**config.mk**
```make
export PLATFORM = sky130hd
export DESIGN_NAME = ucode_seq
export DESIGN_NICKNAME = d
export VERILOG_FILES = /design/src/rtl/ucode_seq.sv
export SDC_FILE = /design/constraint.sdc
export NUM_CORES = 1
export LEC_CHECK = 0
export ABC_AREA = 1
export BUFFER_PORTS_ARGS = -buffer_cell sky130_fd_sc_hd__buf_2
export CAP_MARGIN = 20
export CORE_MARGIN = 5
export CORE_UTILIZATION = 39
export DETAILED_ROUTE_END_ITERATION = 8
export PLACE_DENSITY = 0.83
export SETUP_SLACK_MARGIN = 0.1
export SKIP_CTS_REPAIR_TIMING = 1
export SYNTH_ARGS = -nofsm -noshare
export SYNTH_HDL_FRONTEND = slang
export SYNTH_SLANG_ARGS = --single-unit
```
**constraint.sdc**
```tcl
create_clock -name clk -period 3.2 [get_ports clk]
set_input_delay 0.16 -clock clk [delete_from_list [all_inputs] [get_ports clk]]
set_output_delay 0.16 -clock clk [all_outputs]
set_load 0.02 [all_outputs]
```
**src/rtl/ucode_seq.sv**
```systemverilog
module ucode_seq (
  input  logic        clk,
  input  logic        rst,
  input  logic [15:0] ir,
  input  logic        mem_rdy,
  output logic        ld_mar,
  output logic        ld_mdr,
  output logic        ld_ir,
  output logic        ld_reg,
  output logic        ld_cc,
  output logic        ld_pc,
  output logic        gate_pc,
  output logic        gate_mdr,
  output logic        gate_alu,
  output logic        gate_adr,
  output logic [1:0]  pc_sel,
  output logic        dr_sel,
  output logic        sr1_sel,
  output logic        a1_sel,
  output logic [1:0]  a2_sel,
  output logic        ma_sel,
  output logic [1:0]  alu_op,
  output logic        mem_en,
  output logic        mem_wr,
  output logic [3:0]  state
);
  typedef enum logic [3:0] {
    S_F0 = 4'd0, S_F1 = 4'd1, S_F2 = 4'd2, S_DEC = 4'd3,
    S_INC = 4'd4, S_SET = 4'd5, S_JMP = 4'd6,
    S_L0 = 4'd7, S_L1 = 4'd8, S_L2 = 4'd9,
    S_I0 = 4'd10, S_I1 = 4'd11, S_I2 = 4'd12,
    S_HALT = 4'd15
  } st_t;

  st_t st, nx;
  logic unused_ir;
  assign unused_ir = ^ir[10:1];
  assign state = st;

  always_ff @(posedge clk)
    if (rst) st <= S_F0;
    else     st <= nx;

  always_comb begin
    nx = st;
    case (st)
      S_F0:  nx = S_F1;
      S_F1:  if (mem_rdy) nx = S_F2;
      S_F2:  nx = S_DEC;
      S_DEC:
        case (ir[15:12])
          4'b0001: nx = S_INC;
          4'b0101: nx = S_SET;
          4'b1100: nx = ir[11] ? S_HALT : S_JMP;
          4'b1101: nx = ir[0] ? S_L0 : S_I0;
          default: nx = S_HALT;
        endcase
      S_INC, S_SET, S_JMP, S_L2: nx = S_F0;
      S_L0:  nx = S_L1;
      S_L1:  if (mem_rdy) nx = S_L2;
      S_I0:  nx = S_I1;
      S_I1:  nx = S_I2;
      S_I2:  if (mem_rdy) nx = S_F0;
      default: nx = S_HALT;
    endcase
  end

  always_comb begin
    {ld_mar, ld_mdr, ld_ir, ld_reg, ld_cc, ld_pc} = '0;
    {gate_pc, gate_mdr, gate_alu, gate_adr} = '0;
    {pc_sel, dr_sel, sr1_sel, a1_sel, a2_sel, ma_sel, alu_op} = '0;
    {mem_en, mem_wr} = '0;
    case (st)
      S_F0:  begin gate_pc = 1'b1; ld_mar = 1'b1; ld_pc = 1'b1; end
      S_F1:  begin mem_en = 1'b1; ld_mdr = 1'b1; end
      S_F2:  begin gate_mdr = 1'b1; ld_ir = 1'b1; end
      S_INC: begin
        a1_sel = 1'b1; a2_sel = 2'd2; ma_sel = 1'b1;
        gate_adr = 1'b1; ld_reg = 1'b1; ld_cc = 1'b1;
      end
      S_SET: begin alu_op = 2'd3; gate_alu = 1'b1; ld_cc = 1'b1; end
      S_JMP: begin ld_pc = 1'b1; pc_sel = 2'd1; a2_sel = 2'd3; end
      S_L0:  begin sr1_sel = 1'b1; alu_op = 2'd2; gate_alu = 1'b1; ld_mar = 1'b1; end
      S_L1:  begin mem_en = 1'b1; ld_mdr = 1'b1; end
      S_L2:  begin gate_mdr = 1'b1; ld_reg = 1'b1; ld_cc = 1'b1; end
      S_I0:  begin gate_pc = 1'b1; ld_mar = 1'b1; end
      S_I1:  begin alu_op = 2'd3; gate_alu = 1'b1; ld_mdr = 1'b1; end
      S_I2:  begin mem_en = 1'b1; mem_wr = 1'b1; end
      default: ;
    endcase
  end

  a_r3_one_gate: assert property (@(posedge clk) disable iff (rst)
    $countones({gate_pc, gate_mdr, gate_alu, gate_adr}) <= 1);
  a_r3_ir_in_fetch: assert property (@(posedge clk) disable iff (rst)
    ld_ir |-> state == 4'd2);
  a_r2_decode_follows: assert property (@(posedge clk) disable iff (rst)
    ld_ir |=> state == 4'd3);
  a_r9_mem_wait: assert property (@(posedge clk) disable iff (rst)
    (mem_en && !mem_rdy) |=> $stable(state));
  a_r10_halt_sticky: assert property (@(posedge clk) disable iff (rst)
    state == 4'd15 |=> state == 4'd15);
  a_r10_halt_quiet: assert property (@(posedge clk) disable iff (rst)
    state == 4'd15 |-> !(ld_mar || ld_mdr || ld_ir || ld_reg || ld_cc || ld_pc || mem_en));
  a_r11_cc_then_fetch: assert property (@(posedge clk) disable iff (rst)
    ld_cc |=> state == 4'd0);
endmodule

```
==> flow_metrics.tcl, run 1 <==
set metrics [dict create \
    critPathCaptureType "output port" \
    synth_edf_count 0 \
    rsz0062_at_grt "false" \
    io_pins 45 \
    wirelength_um 1360 \
    grt_antenna_before_repair 0 \
    ys_async_sr_fraction_pct 0 \
    cts_buffer_depth 2 \
    post-place-cells 142 \
    clock_latency_ns 0.24 \
    syn-cell-area_sq_um 509 \
    leakagePower_nw 0.452 \
    antenna_cells 0 \
    die_area_sq_um 2130 \
    gp_congestion 0.899 \
    p_int_w 0.000253 \
    track_usage_pct 13.6 \
    cts_tree "yes" \
    drc 0 \
    layout-drive-gt1-share_pct 30.8 \
    utilization_pct 53.4 \
    initial_utilization_pct 40.1 \
    multi_input_comb_area_sq_um 328 \
    irDropWorstVdd_uv 283 \
    fin_area_sq_um 677 \
    tns_ns 0 \
    path_clk_slew_ns 0.04 \
    status "completed" \
    regArea_sq_um 80.1 \
    avgSynthCellArea_sq_um 5.14 \
    ff2ff_setup_slack_ns 1.90 \
    drt_pre_antenna_iters 4 \
    synth_seq_area_share_pct 15.7 \
    core_region_area_sq_um 1270 \
    io_buffers 32 \
    grt_pass1_wl_um 2160 \
    drt-vias-per-instance 4.66 \
    cts_buffers 3 \
    synthCells 99 \
    p_per_area_nw_per_um2 920 \
    ys_dominant_reg_cell "dfxtp_1" \
    gr-total-overflow 0 \
    p_seq_share_pct 16.9 \
    num_vias 676 \
    setup_violations 0 \
    start_kind "flop" \
    fillers 133 \
    largest_reg_flops 4 \
    clkPwrFrac_pct 10.1 \
    period_share_pct 48.6 \
    fin_nets 151 \
    root_buffer "clkbuf_4" \
    htree_levels 1 \
    hold_viol_final 0 \
    die_h_um 46.1 \
    fmax_mhz 643 \
    path_class "flop to output port" \
    layout.cells.non_filler 145 \
    critPathMaxFanout 6 \
    cts.sinks 4 \
    hpwl_um 1170 \
    antenna_left 0 \
    power_w 0.000623 \
    power_frac_comb_pct 72.9 \
    cp_data_required_time_ns 3.04 \
    final_max_slew_viol_count 0 \
    p_switching_w 0.000369 \
    grt_pass1_vias 570 \
    synth.distinct_cells 15 \
    hold_path.class "input port to flop" \
    grt_start_max_net_pins 9 \
    cap_viol_max_count 0 \
    swShare_pct 59.3 \
    post_dp_cell_area_sq_um 654 \
    die_x_um 46.1 \
    synth_warnings 0 \
    layout_min_cycle_time_ns 1.55 \
    syn_to_final_growth_pct 32.9 \
    clock_skew_ns 0.00573 \
    cp.arrival_ns 1.39 \
    wl_per_cell_um 9.34 \
    fp-row-count 13 \
    drtIter0Drc 12 \
    synth_seq_cells 4 \
]
==> cell usage in the layout (no fill, tap or decap), types with 2 or more instances in the layout <==
cell	synthesis	layout
a21oi_1	3	3
buf_2	0	32
clkbuf_4	0	3
conb_1	1	2
dfxtp_1	4	4
inv_1	17	17
nand2_1	26	26
nand2_2	3	3
nand3_1	11	11
nor2_1	17	17
o21ai_0	7	7
==> kinds of logic after synthesis <==
kind of cell	after synthesis	share of synthesized area [%]
DFF	4	15.7
AOI/OAI and AO/OA	12	13.0
other	1	0.736
and+or+nand+nor	59	49.9
buffers and inverters	23	20.6
==> metal layers <==
layer / global-route usage [%] / vias to the layer above / share of wire [%]
li1: - / 367 / -
met1: 16.5 / 277 / 42
met2: 23.1 / 32 / 45
met3: 5.08 / 0 / 13
met4: 1.70 / 0 / 0
met5: 0 / - / 0
==> area by class of cell <==
cell class / count / share of cell area [%]
Multi-Input combinational cell: 73 / 48.4
Timing Repair Buffer: 32 / 23.7
Sequential cell: 4 / 11.8
Inverter: 18 / 9.98
Clock buffer: 3 / 3.33
Tap cell: 15 / 2.77
==> power by group through the flow <==
stage / registers, W / clock network (W) / logic [W]
2_1_floorplan: 0.000120 / 0 / 0.000304
3_3_place_gp: 0.000104 / 0 / 0.000450
3_5_place_dp: 0.000105 / 0 / 0.000456
4_1_cts: 0.000104 / 0.0000662 / 0.000457
5_1_grt: 0.000109 / 0.0000721 / 0.000503
6_report: 0.000105 / 0.0000631 / 0.000454
==> worst paths after layout <==
check | start | endpoint | cells after the start
max | state[1] | gate_mdr | 5
min | rst | state[1] | 2
max reg2reg | state[0] | state[0] | 7
min reg2reg | state[0] | state[0] | 2
==> stage by stage <==
stage | hold WS [ns] | worst slack (ns)
CTS | 0.0810 | 1.65
global placement | 0.335 | 1.90
floorplan | 0.232 | 1.64
detailed placement | 0.334 | 1.91
global route | 0.0846 | 1.51
finish | 0.0859 | 1.65
==> critical path, cell delays in order (launching register included) <==
cell and delay, ns:
dfxtp_1 0.46, inv_1 0.13, nor2_1 0.14, inv_1 0.09
o21ai_0 0.14, buf_2 0.18
==> synth_stat cells, types with 3 or more instances <==
cell type	count	share of area (%)
a21oi_1	3	2.9
buf_4	5	7.4
dfxtp_1	4	16
inv_1	17	13
nand2_1	26	19
nand2_2	3	3.7
nand3_1	11	11
nor2_1	17	13
o21ai_0	7	6.9
Power figures use the tool's default switching activity.
==> inputs of run 2 (changes only) <==
--- a/config.mk
+++ b/config.mk
@@ -9,9 +9,9 @@
 export BUFFER_PORTS_ARGS = -buffer_cell sky130_fd_sc_hd__buf_2
 export CAP_MARGIN = 20
 export CORE_MARGIN = 5
-export CORE_UTILIZATION = 39
+export CORE_UTILIZATION = 36
 export DETAILED_ROUTE_END_ITERATION = 8
-export PLACE_DENSITY = 0.83
+export PLACE_DENSITY = 0.77
 export SETUP_SLACK_MARGIN = 0.1
 export SKIP_CTS_REPAIR_TIMING = 1
 export SYNTH_ARGS = -nofsm -noshare
==> constraint.sdc (replaced) <==
create_clock -name clk -period 1.6 [get_ports clk]
set_input_delay 0.08 -clock clk [delete_from_list [all_inputs] [get_ports clk]]
set_output_delay 0.08 -clock clk [all_outputs]
set_load 0.02 [all_outputs]
==> flow_metrics.tcl, run 2 (synthesis gave the netlist of run 1 again) <==
set metrics [dict create \
    hp-start "rst" \
    leakagePower_nw 0.453 \
    fin_nets 151 \
    io_pins 45 \
    layout-drive-gt1-share_pct 33.1 \
    antenna_cells 0 \
    drt-vias-per-instance 4.83 \
    cap_viol_max_count 0 \
    irDropWorstVdd_uv 849 \
    cts_buffers 3 \
    slowest_stage "dfxtp_1" \
    clkPwrFrac_pct 9.9 \
    hpwl_um 1250 \
    grt_pass1_vias 575 \
    critPathMaxStageDelay_ns 0.35 \
    cts.sinks 4 \
    status "completed" \
    grt_antenna_before_repair 0 \
    cp.arrival_ns 1.31 \
    rsz0062_at_grt "true" \
    die_h_um 47.6 \
    p_switching_w 0.000737 \
    gr-total-overflow 0 \
    critPathCaptureType "output port" \
    critPathMaxFanout 6 \
    htree_levels 1 \
    wl_per_cell_um 9.86 \
    cp_data_required_time_ns 1.52 \
    ff2ff_path_depth 6 \
    drc 0 \
    cts_tree "yes" \
    drtIter0Drc 23 \
    timing.hold.worst_endpoint "state[1]" \
    core_region_area_sq_um 1320 \
    tns_ns 0 \
    path_clk_slew_ns 0.04 \
    final_common_cell "buf_2" \
    hold-path-cell-count 2 \
    layout_min_cycle_time_ns 1.39 \
    cts_buffer_depth 2 \
    hold_path.class "input port to flop" \
    clock_skew_ns 0.00281 \
    start_kind "flop" \
    hold_viol_final 0 \
    num_vias 701 \
    antenna_left 0 \
    p_per_area_nw_per_um2 1840 \
    setup_violations 0 \
    root_buffer "clkbuf_4" \
    fp-row-count 13 \
    final_cell_mix "buf_2, nand2_1, inv_1, nor2_1, nand3_1" \
    fmax_mhz 718 \
    power_w 0.00125 \
    ff2ff_setup_slack_ns 0.43 \
    die_x_um 47.6 \
    period_share_pct 87.1 \
    wirelength_um 1430 \
    post-place-cells 142 \
    grt_pass1_wl_um 2100 \
    power_frac_comb_pct 73.1 \
    crit_path_frequent_cell "inv_1" \
    track_usage_pct 12.8 \
    clock_latency_ns 0.23 \
    gp_congestion 0.906 \
    layout.cells.non_filler 145 \
    path_class "flop to output port" \
    io_buffers 32 \
    die_area_sq_um 2270 \
    r2r-end "state[3]" \
    swShare_pct 58.8 \
    final_max_slew_viol_count 0 \
    syn_to_final_growth_pct 33.7 \
    p_seq_share_pct 17.0 \
    p_int_w 0.000516 \
    initial_utilization_pct 38.7 \
    regToRegStartpoint "state[2]" \
    drt_pre_antenna_iters 4 \
    largest_reg_flops 4 \
    grt_start_max_net_pins 9 \
    crit_chain "inv_1, nor2_1, inv_1, o21ai_0, buf_2" \
]
## run 2: cell count changes in the layout (fill, tap and decap cells not counted)
cell,before,now
dfxtp_1,4,1
dfxtp_2,0,3
## run 2: layout make-up
type,instances,area (sq um)
well taps,15,18.8
inverters,18,67.6
fillers,148,637
multi-input cells,73,328
flip-flops and latches,4,83.8
repair buffers,32,160
clock buffers,3,22.5
## run 2: how the worst max path moves through the flow
| stage | depth (start not counted) | start | slack [ns] | endpoint |
|---|---|---|---|---|
| 2_1_floorplan | 5 | state[2] | 0.12 | gate_adr |
| 3_3_place_gp | 8 | state[0] | 0.34 | state[3] |
| 3_5_place_dp | 7 | state[0] | 0.37 | state[0] |
| 4_1_cts | 5 | state[0] | 0.14 | ld_mdr |
| 5_1_grt | 6 | state[2] | 0.08 | ld_mdr |
| 6_report | 5 | state[2] | 0.21 | ld_pc |
## run 2: stage by stage
step	hold WS (ns)	setup slack [ns]	util, %	cell area [sq um]
final	0.0236	0.206	51.7	681
after global routing	0.0119	0.0786	51.7	681
after CTS	0.0249	0.144	51.4	677
after detailed placement	0.267	0.366	49.7	654
after global placement	0.254	0.342	49.7	654
after floorplan	0.152	0.117	-	513
## run 2: routing by layer
metal  wire [um]  vias to the layer above  part of all wire [%]  track usage [%]
met5           0                        -                     0                0
met4           9                        0                  0.63             4.84
met3         209                        2                    15             2.26
met2         649                       41                    45             24.1
met1         562                      290                    39             14.2
li1            -                      368                     -                -
## run 2: critical path: cells and delay by family (launching register included)
kind / cells / cell delay (ns)
buf+inv: 3 / 0.40
flops: 1 / 0.35
compound gates: 1 / 0.16
simple gates: 1 / 0.18
## run 2: power by group through the flow
stage	Combinational, W	Sequential [W]	Clock [W]
6_report	0.000916	0.000213	0.000123
5_1_grt	0.00100	0.000224	0.000142
4_1_cts	0.000915	0.000204	0.000126
3_5_place_dp	0.000914	0.000206	0
3_3_place_gp	0.000907	0.000208	0
2_1_floorplan	0.000608	0.000239	0
==> inputs of run 3 (changes only) <==
--- a/config.mk
+++ b/config.mk
@@ -5,13 +5,13 @@
 export SDC_FILE = /design/constraint.sdc
 export NUM_CORES = 1
 export LEC_CHECK = 0
-export ABC_AREA = 1
+export ABC_AREA = 0
 export BUFFER_PORTS_ARGS = -buffer_cell sky130_fd_sc_hd__buf_2
 export CAP_MARGIN = 20
 export CORE_MARGIN = 5
-export CORE_UTILIZATION = 36
+export CORE_UTILIZATION = 39
 export DETAILED_ROUTE_END_ITERATION = 8
-export PLACE_DENSITY = 0.77
+export PLACE_DENSITY = 0.78
 export SETUP_SLACK_MARGIN = 0.1
 export SKIP_CTS_REPAIR_TIMING = 1
 export SYNTH_ARGS = -nofsm -noshare
==> flow_metrics.tcl, run 3 <==
set metrics [dict create \
    crit_chain "buf_6, nor2b_4, nand2_1, o21a_1, nor2_1, buf_4" \
    wirelength_um 1940 \
    p_per_area_nw_per_um2 2200 \
    hold_viol_final 0 \
    setup_ws_ns 0.140 \
    p_switching_w 0.00109 \
    gr-total-overflow 0 \
    fin_nets 150 \
    antenna_cells 0 \
    slowest_stage "dfxtp_2" \
    cts.sinks 4 \
    layout.cells.non_filler 145 \
    io_buffers 32 \
    grt_pass1_wl_um 2840 \
    drt-vias-per-instance 5.42 \
    syn-cell-area_sq_um 612 \
    drtIter0Drc 12 \
    synth_compound_area_share_pct 31.3 \
    synth_seq_cells 4 \
    gp_congestion 0.780 \
    ys_dominant_reg_cell "dfxtp_1" \
    synth_xor_xnor_area_share_pct 4.29 \
    fmax_mhz 685 \
    synthCells 91 \
    synth_top_family_by_area "simple AND/OR/NAND/NOR gates" \
    yosysMostFrequentCell "nor2_1" \
    htree_levels 1 \
    hold_path.class "input port to flop" \
    period_share_pct 91.3 \
    fp-row-count 14 \
    antenna_left 0 \
    start_kind "flop" \
    irDropWorstVdd_uv 754 \
    critPathMaxStageDelay_ns 0.35 \
    wl_per_cell_um 13.4 \
    initial_utilization_pct 41.1 \
    fin_area_sq_um 946 \
    path_clk_slew_ns 0.04 \
    grt_antenna_before_repair 0 \
    leakagePower_nw 0.457 \
    cap_viol_max_count 0 \
    syn_to_final_growth_pct 54.6 \
    drt_pre_antenna_iters 7 \
    clkPwrFrac_pct 6.4 \
    power_frac_comb_pct 79.8 \
    setup_violations 0 \
    ys_top_cells_by_count "nor2_1, a21oi_1, nand2_1, nor3_1, buf_4" \
    synth.distinct_cells 35 \
    swShare_pct 52.5 \
    cp_data_required_time_ns 1.52 \
    clock_skew_ns 0.00607 \
    synth_edf_count 0 \
    path_class "flop to output port" \
    drc 0 \
    synth_area_leader_cell "dfxtp_1" \
    rsz0062_at_grt "true" \
    post_dp_cell_area_sq_um 793 \
    synth_warnings 0 \
    core_region_area_sq_um 1490 \
    die_area_sq_um 2460 \
    synth_fa_ha_area_share_pct 0 \
    layout-drive-gt1-share_pct 55.8 \
    layout_min_cycle_time_ns 1.46 \
    largest_reg_flops 4 \
    die_h_um 49.6 \
    final_common_cell "buf_2" \
    cts_buffers 3 \
    post-place-cells 135 \
    synth_simple_gate_area_share_pct 35.0 \
    cts_buffer_depth 2 \
    dp_slack_ns 0.116 \
    grt_pass1_vias 664 \
    avgSynthCellArea_sq_um 6.72 \
    hpwl_um 1430 \
    die_x_um 49.6 \
    grt_start_max_net_pins 17 \
    root_buffer "clkbuf_4" \
    p_seq_share_pct 13.8 \
    cts_tree "yes" \
    clock_latency_ns 0.25 \
    cp.arrival_ns 1.38 \
    worst_hold_slack_ns 0.0539 \
    num_vias 786 \
    ys_async_sr_fraction_pct 0 \
    track_usage_pct 14.8 \
    io_pins 45 \
    synth_area_leaders "dfxtp_1, a21oi_1, nor2_1, nor3_1, buf_4" \
    status "completed" \
    synth_seq_area_share_pct 13.1 \
    synthMuxAreaShare_pct 0 \
    synth_top_cell_area_share_pct 13.1 \
    p_int_w 0.000991 \
    critPathCaptureType "output port" \
    final_max_slew_viol_count 0 \
    final_cell_mix "buf_2, buf_4, nor2_1" \
    critPathMaxFanout 13 \
]
[run 3: changes by cell type after synthesis, sizes merged, moves of 3 or more]
cell	previous run	this run
a211oi	0	3
a21oi	3	9
buf	5	11
inv	18	2
nand2	29	8
nand2b	0	3
nand3	11	2
nor2	18	11
nor3	0	9
o21ai	7	3
[run 3: power groups by stage]
stage / combinational [W] / sequential (W) / clock (W)
3_5_place_dp: 0.00142 / 0.000247 / 0
5_1_grt: 0.00178 / 0.000300 / 0.000152
3_3_place_gp: 0.00139 / 0.000246 / 0
4_1_cts: 0.00143 / 0.000246 / 0.000135
2_1_floorplan: 0.00106 / 0.000233 / 0
6_report: 0.00166 / 0.000288 / 0.000134
[run 3: area by class of cell]
class                   instances  area (sq um)
multi-input cells              73           495
repair buffers                 47           304
well taps                      16          20.0
fillers                       128           543
flip-flops and latches          4          92.6
clock buffers                   3          22.5
inverters                       2          11.3
[run 3: final timing paths]
| kind | startpoint | endpoint | slack (ns) | cells after the start |
|---|---|---|---|---|
| setup / recovery | state[2] | alu_op[0] | 0.14 | 6 |
| hold / removal | rst | state[2] | 0.05 | 2 |
| setup reg to reg | state[3] | state[2] | 0.21 | 4 |
| hold reg to reg | state[3] | state[1] | 0.66 | 3 |
[run 3: critical path, delay by kind of cell (launching register included)]
kind	cells	cell delay (ns)
and+or+nand+nor	3	0.36
DFF	1	0.35
buffers and inverters	2	0.31
AOI/OAI and AO/OA	1	0.12
[run 3: routing by layer]
| metal | track usage [%] | up-vias | wire length (um) |
|---|---|---|---|
| met5 | 0 | - | 0 |
| met4 | 9.17 | 0 | 29 |
| met3 | 5.42 | 5 | 161 |
| met2 | 25.4 | 39 | 1020 |
| met1 | 15.0 | 345 | 728 |
| li1 | - | 397 | - |
[run 3: cell families after synthesis]
| group | after synthesis |
|---|---|
| and+or+nand+nor | 41 |
| AOI/OAI and AO/OA | 27 |
| buffers and inverters | 15 |
| DFF | 4 |
| xor gates and xnor gates | 3 |
| other | 1 |
[run 3: through the flow]
| step | utilization (%) | setup TNS, ns | total power (W) |
|---|---|---|---|
| 2_1_floorplan | - | 0 | 0.00129 |
| 3_3_place_gp | 53.3 | 0 | 0.00163 |
| 3_5_place_dp | 53.3 | 0 | 0.00167 |
| 4_1_cts | 54.8 | -0.0581 | 0.00181 |
| 5_1_grt | 63.5 | 0 | 0.00224 |
| 6_report | 63.5 | 0 | 0.00209 |
